File: config.mk
export PLATFORM = sky130hd
export DESIGN_NAME = gfm_word_mul
export DESIGN_NICKNAME = d
export VERILOG_FILES = /design/src/rtl/gfm_pkg.sv /design/src/rtl/gfm_stage.sv /design/src/rtl/gfm_array.sv /design/src/rtl/gfm_word_mul.sv
export SDC_FILE = /design/constraint.sdc
export NUM_CORES = 2
export LEC_CHECK = 0
export ABC_CLOCK_PERIOD_IN_PS = 800
export CAP_MARGIN = 5
export CELL_PAD_IN_SITES_DETAIL_PLACEMENT = 0
export CELL_PAD_IN_SITES_GLOBAL_PLACEMENT = 2
export CORE_MARGIN = 5
export CORE_UTILIZATION = 36
export CTS_CLUSTER_SIZE = 25
export DETAILED_ROUTE_END_ITERATION = 7
export GPL_TIMING_DRIVEN = 1
export PLACE_DENSITY_LB_ADDON = 0.1
export SLEW_MARGIN = 15
export SYNTH_ARGS = -nofsm -noshare
export SYNTH_HDL_FRONTEND = slang
export SYNTH_SLANG_ARGS = --single-unit
File: constraint.sdc
create_clock -name clk -period 0.8 [get_ports clk]
set_input_delay 0.08 -clock clk [delete_from_list [all_inputs] [get_ports clk]]
set_output_delay 0.08 -clock clk [all_outputs]
set_load 0.005 [all_outputs]
File: src/rtl/gfm_pkg.sv
package gfm_pkg;
    localparam int unsigned WORD_W = 32;

    typedef enum logic {
        MODE_FIELD = 1'b0,
        MODE_EXT   = 1'b1
    } gfm_mode_e;
endpackage

File: src/rtl/gfm_stage.sv
// One shift stage: shift left by one place, fold the polynomial back in when
// the outgoing bit is set, and fill the vacated bit from the lower word.
module gfm_stage #(
    parameter int unsigned W = 32
) (
    input  logic [W-1:0] prev_i,
    input  logic [W-1:0] poly_i,
    input  logic         ext_i,
    input  logic         lo_bit_i,
    output logic [W-1:0] next_o
);
    logic [W-1:0] poly_gated;
    logic         fill_bit;

    always_comb begin
        poly_gated = poly_i & {W{~ext_i}};
        fill_bit   = lo_bit_i & ext_i;
        next_o     = {prev_i[W-2:0], fill_bit} ^ (poly_gated & {W{prev_i[W-1]}});
    end
endmodule

File: src/rtl/gfm_array.sv
// Combinational multiplier array: W shifted multiplicands, selectively XORed.
module gfm_array #(
    parameter int unsigned W = 32
) (
    input  logic         ext_i,
    input  logic [W-1:0] a_hi_i,
    input  logic [W-1:0] a_lo_i,
    input  logic [W-1:0] b_i,
    input  logic [W-1:0] poly_i,
    output logic [W-1:0] prod_o
);
    logic [W-1:0] shv [W];
    logic [W-1:0] acc [W+1];

    assign shv[0] = a_hi_i;
    assign acc[0] = '0;

    for (genvar r = 0; r < W; r++) begin : g_stage
        if (r > 0) begin : g_shift
            gfm_stage #(.W(W)) u_stage (
                .prev_i   (shv[r-1]),
                .poly_i   (poly_i),
                .ext_i    (ext_i),
                .lo_bit_i (a_lo_i[W-r]),
                .next_o   (shv[r])
            );
        end
        assign acc[r+1] = acc[r] ^ (shv[r] & {W{b_i[r]}});
    end

    assign prod_o = acc[W];
endmodule

File: src/rtl/gfm_word_mul.sv
module gfm_word_mul #(
    parameter int unsigned W = gfm_pkg::WORD_W
) (
    input  logic         clk,
    input  logic         rst_n,
    input  logic         in_valid,
    input  logic         mode,
    input  logic [W-1:0] a_hi,
    input  logic [W-1:0] a_lo,
    input  logic [W-1:0] b,
    input  logic [W-1:0] poly,
    output logic [W-1:0] y,
    output logic         out_valid
);
    typedef struct packed {
        logic [W-1:0] res;
        logic         vld;
    } out_reg_t;

    out_reg_t     st_d, st_q;
    logic [W-1:0] prod;
    logic         ext_sel;

    assign ext_sel = (gfm_pkg::gfm_mode_e'(mode) == gfm_pkg::MODE_EXT);

    gfm_array #(.W(W)) u_array (
        .ext_i  (ext_sel),
        .a_hi_i (a_hi),
        .a_lo_i (a_lo),
        .b_i    (b),
        .poly_i (poly),
        .prod_o (prod)
    );

    always_comb begin
        st_d     = st_q;
        st_d.vld = in_valid;
        if (in_valid) begin
            st_d.res = prod;
        end
    end

    always_ff @(posedge clk or negedge rst_n) begin
        if (!rst_n) begin
            st_q <= '0;
        end else begin
            st_q <= st_d;
        end
    end

    assign y         = st_q.res;
    assign out_valid = st_q.vld;

    p_valid_follows_r2: assert property (@(posedge clk) disable iff (!rst_n)
        in_valid |=> out_valid);
    p_no_spurious_valid_r2: assert property (@(posedge clk) disable iff (!rst_n)
        !in_valid |=> !out_valid);
    p_hold_result_r3: assert property (@(posedge clk) disable iff (!rst_n)
        !in_valid |=> $stable(y));
    p_zero_mult_r7: assert property (@(posedge clk) disable iff (!rst_n)
        (in_valid && b == '0) |=> (y == '0));
    p_unit_mult_r7: assert property (@(posedge clk) disable iff (!rst_n)
        (in_valid && b == W'(1)) |=> (y == $past(a_hi)));
endmodule

After elaboration in Yosys (flattened, before gate mapping). Index checks and enable logic that the tools add are counted.

Input port bits: 132. Logic and storage cells: 160. Bits in registers: 33.

Bitwise gates (word level): 158.

Operator list (number): bitwise AND 32 bit (64); bitwise XOR 32 bit (62); bitwise AND 1 bit (31); NOT 1 bit (1).

Logic depth before layout (Yosys ltp).
Word-level depth: 66. Mapped depth: 52.

Hierarchy. A second synthesis with hierarchy kept.

Cell total of the unflattened synthesis: 4382. Area, all modules: 32237.2 µm².

Modules (own cells, without submodules): gfm_stage (area an instance 565.5 µm², times used 31, cells an instance 71, sequential area each 0.0 µm²); gfm_array (area an instance 13335.3 µm², times used 1, cells an instance 2112, sequential area each 0.0 µm²); gfm_word_mul (area an instance 1370.1 µm², times used 1, cells an instance 69, sequential area each 825.8 µm²).

Worst setup path before layout. Ideal clock, no wire load.

Kind: in2reg. Start point: in poly[30]. End point: reg st_q (netlist bit y[18]). Stages on the path: 44. Path slack: -10.918 ns. Arrival: 11.593 ns. Buffers on the path: 5. Cell sequence: buf_2 nor2b_1 clkbuf_1 o21ai_2 xor2_4 xor2_2 mux2_1 or3_1 a21o_1 xor2_2 xnor3_1 nand2_1 buf_2 a211oi_1 o31a_1 or4_1 a2111o_1 a2111oi_2 (+8 left out) xor2_2 mux2i_1 a21boi_1 or2_1 xnor2_1 mux2i_2 o21ai_1 o31a_1 o41ai_4 and2_1 buf_4 nand2_1 xnor2_1 or3_1 and3_1 o21ai_1 xnor3_1 mux2_2.

Cells in the longest elaborated chain, start to end: 64. Elaborated cells between the ends (all ways): 121.

RTL lines: from (decl) (RTL line gfm_word_mul.sv:11) `input logic [W-1:0] poly,`; bitwise AND 32 bit (*) (RTL line gfm_stage.sv:16) `poly_gated = poly_i & {W{~ext_i}};`; bitwise AND 32 bit (RTL line gfm_stage.sv:18) `next_o = {prev_i[W-2:0], fill_bit} ^ (poly_gated & {W{prev_i[W-1]}});`; bitwise XOR 32 bit (2 in series) (RTL line gfm_stage.sv:18); bitwise AND 32 bit (RTL line gfm_stage.sv:18); bitwise XOR 32 bit (RTL line gfm_stage.sv:18); bitwise AND 32 bit (RTL line gfm_stage.sv:18); bitwise XOR 32 bit (RTL line gfm_stage.sv:18); bitwise AND 32 bit (RTL line gfm_stage.sv:18); (+47 left out); bitwise AND 32 bit (RTL line gfm_stage.sv:18); bitwise XOR 32 bit (RTL line gfm_stage.sv:18); bitwise AND 32 bit (RTL line gfm_stage.sv:18); bitwise XOR 32 bit (RTL line gfm_stage.sv:18); bitwise AND 32 bit (RTL line gfm_stage.sv:18); bitwise XOR 32 bit (RTL line gfm_stage.sv:18); bitwise AND 32 bit (RTL line gfm_array.sv:28) `assign acc[r+1] = acc[r] ^ (shv[r] & {W{b_i[r]}});`; bitwise XOR 32 bit (*) (RTL line gfm_array.sv:28); to (signal assigned) (RTL line gfm_word_mul.sv:47) `st_q <= st_d;`; to (decl) (RTL line gfm_word_mul.sv:20) `out_reg_t st_d, st_q;`.

Every way passes the cells marked *; elsewhere a longest branch is shown, timed or not. A chain may end at the register's enable or synchronous reset.

Worst setup path after layout.
Start point: in mode. End point: reg st_q (netlist bit y[28]).

Cells in the longest elaborated chain, start to end: 66. Elaborated cells between the ends (all ways): 129.

RTL lines: from (decl) (RTL line gfm_word_mul.sv:7) `input logic mode,`; NOT 1 bit (RTL line gfm_stage.sv:16); bitwise AND 32 bit (RTL line gfm_stage.sv:16); bitwise AND 32 bit (RTL line gfm_stage.sv:18); bitwise XOR 32 bit (RTL line gfm_stage.sv:18); bitwise AND 32 bit (RTL line gfm_stage.sv:18); bitwise XOR 32 bit (RTL line gfm_stage.sv:18); bitwise AND 32 bit (RTL line gfm_stage.sv:18); bitwise XOR 32 bit (RTL line gfm_stage.sv:18); (+50 left out); bitwise AND 32 bit (RTL line gfm_stage.sv:18); bitwise XOR 32 bit (RTL line gfm_stage.sv:18); bitwise AND 32 bit (RTL line gfm_stage.sv:18); bitwise XOR 32 bit (RTL line gfm_stage.sv:18); bitwise AND 32 bit (RTL line gfm_stage.sv:18); bitwise XOR 32 bit (RTL line gfm_stage.sv:18); bitwise AND 32 bit (RTL line gfm_array.sv:28); bitwise XOR 32 bit (*) (RTL line gfm_array.sv:28).

Marks and branches as above.

==> results.cfg <==
[route]
drtAntennaViolNets = 0
drt-pass1-iter-count = 6
drc = 0
drt-total-wl_um = 148000
via_per_inst = 4.88
first_iter_violations = 1912
vias = 36072
wire_per_inst_um = 20.0

[sta]
setup_slack_ns = -10.76
fin_crit_sh = 14.4
worstMarginPinSlew_ns = 1.06
drv_slew = 0
rsz0062_at_grt = yes
fmax_ghz = 0.0865
setup_viol = 65
layout_min_cycle_time_ns = 11.56
max_slew_margin = 0.297
fin_skew_ns = 0
hold_viol_final = 0

[placement]
place_hpwl_um = 123000
placement.io_buffers = 163
place.gp.congestion = 0.898
dpl.cell_count = 7210

[layout]
multi_input_area_sq_mm = 0.0345
final_cells = 7399
layout.nets = 6264
fill_cells = 9631
drive_gt1_frac = 0.269
area_growth_pct = 40.6
final-seq-area_sq_um = 841

[clocking]
cts_tree = done
htree_levels = 2
clk_latency_ns = 0.30
clockBufferDepth = 2
root_buffer = clkbuf_16
clk_pin_slew_ns = 0.06
cts_buffers = 5
clock_sinks = 33

[critical_path]
cp_common_cell = buf_6
arrival_ns = 11.80
cp-end-kind = flip-flop
start_kind = input pin
path_max_fanout = 9
r2r_setup_slack_ns = -0.27
max_stage_delay_ns = 0.52
crit_required_ns = 1.05
setup.worst_path.class = input pin to flip-flop
slowest_stage = xor3_2

[yosys]
synth.distinct_cells = 105
synthCells = 5208
synthesis.area_sq_mm = 0.0344
yosys_warnings = 0
ys_async_sr_fraction = 1.00
synth_nets = 5340
synthTopCellsByArea = xnor2_1 (36%), nand2_1 (12%), xor2_1 (9.1%)
synth_area_leader_cell = xnor2_1
avgSynthCellArea_sq_um = 6.60
ys_seq_elements = 33
yosysSeqAreaShare = 0.0240
synth_top_area_frac = 0.358
synth_edf_count = 0
synth-main-ff-cell = dfrtp_1

[global_route]
antenna_found_initial = 2
grt_pass1_wl_um = 224000
track_usage = 0.278
grt_max_degree = 83
grt_pass1_vias = 36177
overflow = 0

[die]
core-area_sq_mm = 0.0949
initial_core_util = 0.362
die_h_um = 319
rows = 113
ioPinCount = 165
dieArea_sq_mm = 0.102
die_width_um = 319

[status]
failed_checks = negative setup slack
status = finished, violations left

[hold_path]
hp-class = input pin to flip-flop

[flow_run]
drv_cap = 0
-- per-layer routing --
| layer | track usage | wire length, um |
|---|---|---|
| met1 | 0.353 | 64300 |
| met2 | 0.511 | 74300 |
| met3 | 0.00901 | 3880 |
| met4 | 0.0850 | 5310 |
| met5 | 0 | 13 |
-- registers in the layout, summed over array words and instances (netlist names) --
name	count
y	32
out_valid	1
-- layout make-up --
type                            instances  area share
Timing Repair Buffer                 1286       0.232
Clock buffer                            5     0.00259
Sequential cell                        33      0.0174
Antenna cell                            1   0.0000518
Clock inverter                          3    0.000362
Inverter                               28     0.00217
Multi-Input combinational cell       4778       0.713
Tap cell                             1265      0.0327
-- placed cells by master (no fill, tap or decap), drive strengths merged, types with 15 or more instances in the layout --
cell / netlist / routed
mux2: 19 / 19
xor3: 15 / 15
nor3: 47 / 47
mux2i: 30 / 30
clkdlybuf4s50: 0 / 117
o21ai: 170 / 170
nand3: 120 / 120
a21oi: 124 / 124
inv: 26 / 26
dfrtp: 33 / 33
and3: 31 / 31
buf: 147 / 1161
and2: 16 / 16
nand2: 1121 / 1121
a21boi: 31 / 31
a211oi: 31 / 31
xnor2: 1431 / 1431
nor4: 19 / 19
or3: 40 / 40
nand2b: 37 / 37
nand4: 30 / 30
xnor3: 68 / 68
nor2b: 70 / 70
nor2: 733 / 733
a31oi: 38 / 38
xor2: 376 / 376
o211ai: 20 / 20
nand3b: 19 / 19
-- cell families (layout without fill, tap and decap cells) --
kind of cell	after synthesis	in the layout	share of synthesized area
other	0	1	0
muxes	49	49	0.0155
xor gates and xnor gates	1890	1890	0.529
AOI/OAI and AO/OA	523	523	0.0987
and+or+nand+nor	2316	2316	0.286
buffers and inverters	397	1322	0.0476
DFF	33	33	0.0240
-- worst paths after layout --
path                       startpoint        end  depth (start not counted)
min                          in_valid  out_valid                          2
max in group asynchronous       rst_n      y[24]                          3
max reg2reg                     y[19]      y[19]                          3
max                              mode      y[28]                         52
min in group asynchronous       rst_n      y[30]                          3
min reg2reg                      y[3]       y[3]                          1
-- critical path, delay by kind of cell --
kind / cells / cell delay [ns]
AND/OR/NAND/NOR: 12 / 2.62
buffers and inverters: 13 / 1.95
multiplexers: 2 / 0.43
AO/OA/AOI/OAI: 12 / 3.30
XOR/XNOR: 13 / 3.40
-- Yosys cell counts (37+ instances only) --
| cell | count |
|---|---|
| o21ai_0 | 120 |
| xnor3_1 | 66 |
| xor2_1 | 358 |
| nand2b_1 | 37 |
| buf_1 | 82 |
| or3_1 | 39 |
| nor2_1 | 725 |
| a21oi_1 | 121 |
| nand2_1 | 1120 |
| xnor2_1 | 1406 |
| a31oi_1 | 37 |
| nor3_1 | 43 |
| o21ai_1 | 45 |
| nor2b_1 | 70 |
| buf_2 | 45 |
| nand3_1 | 119 |
| clkbuf_1 | 222 |
-- through the flow --
stage / cell area (sq um) / util / setup WS [ns] / hold slack [ns] / setup TNS (ns)
2_1_floorplan: 34900 / - / -10.20 / -0.216 / -323.05
3_3_place_gp: 44400 / 0.468 / -12.07 / 0.0590 / -386.12
3_5_place_dp: 44400 / 0.468 / -12.05 / 0.0612 / -388.68
4_1_cts: 47100 / 0.497 / -10.65 / 0.125 / -342.57
5_1_grt: 48300 / 0.510 / -11.13 / 0.138 / -358.65
6_report: 48300 / 0.510 / -10.76 / 0.139 / -345.19
-- repair_timing --
action	CTS	global route
endpoints found under the hold margin	33	0
resized for setup	493	162
hold buffers	1	0
cloned	8	3
pin swaps	134	62
setup endpoints to repair	65	65
buffers inserted	129	47
Power is left out: the tool's default activity adds up to more than one toggle a clock period on the data nets, which glitch-free logic cannot reach.
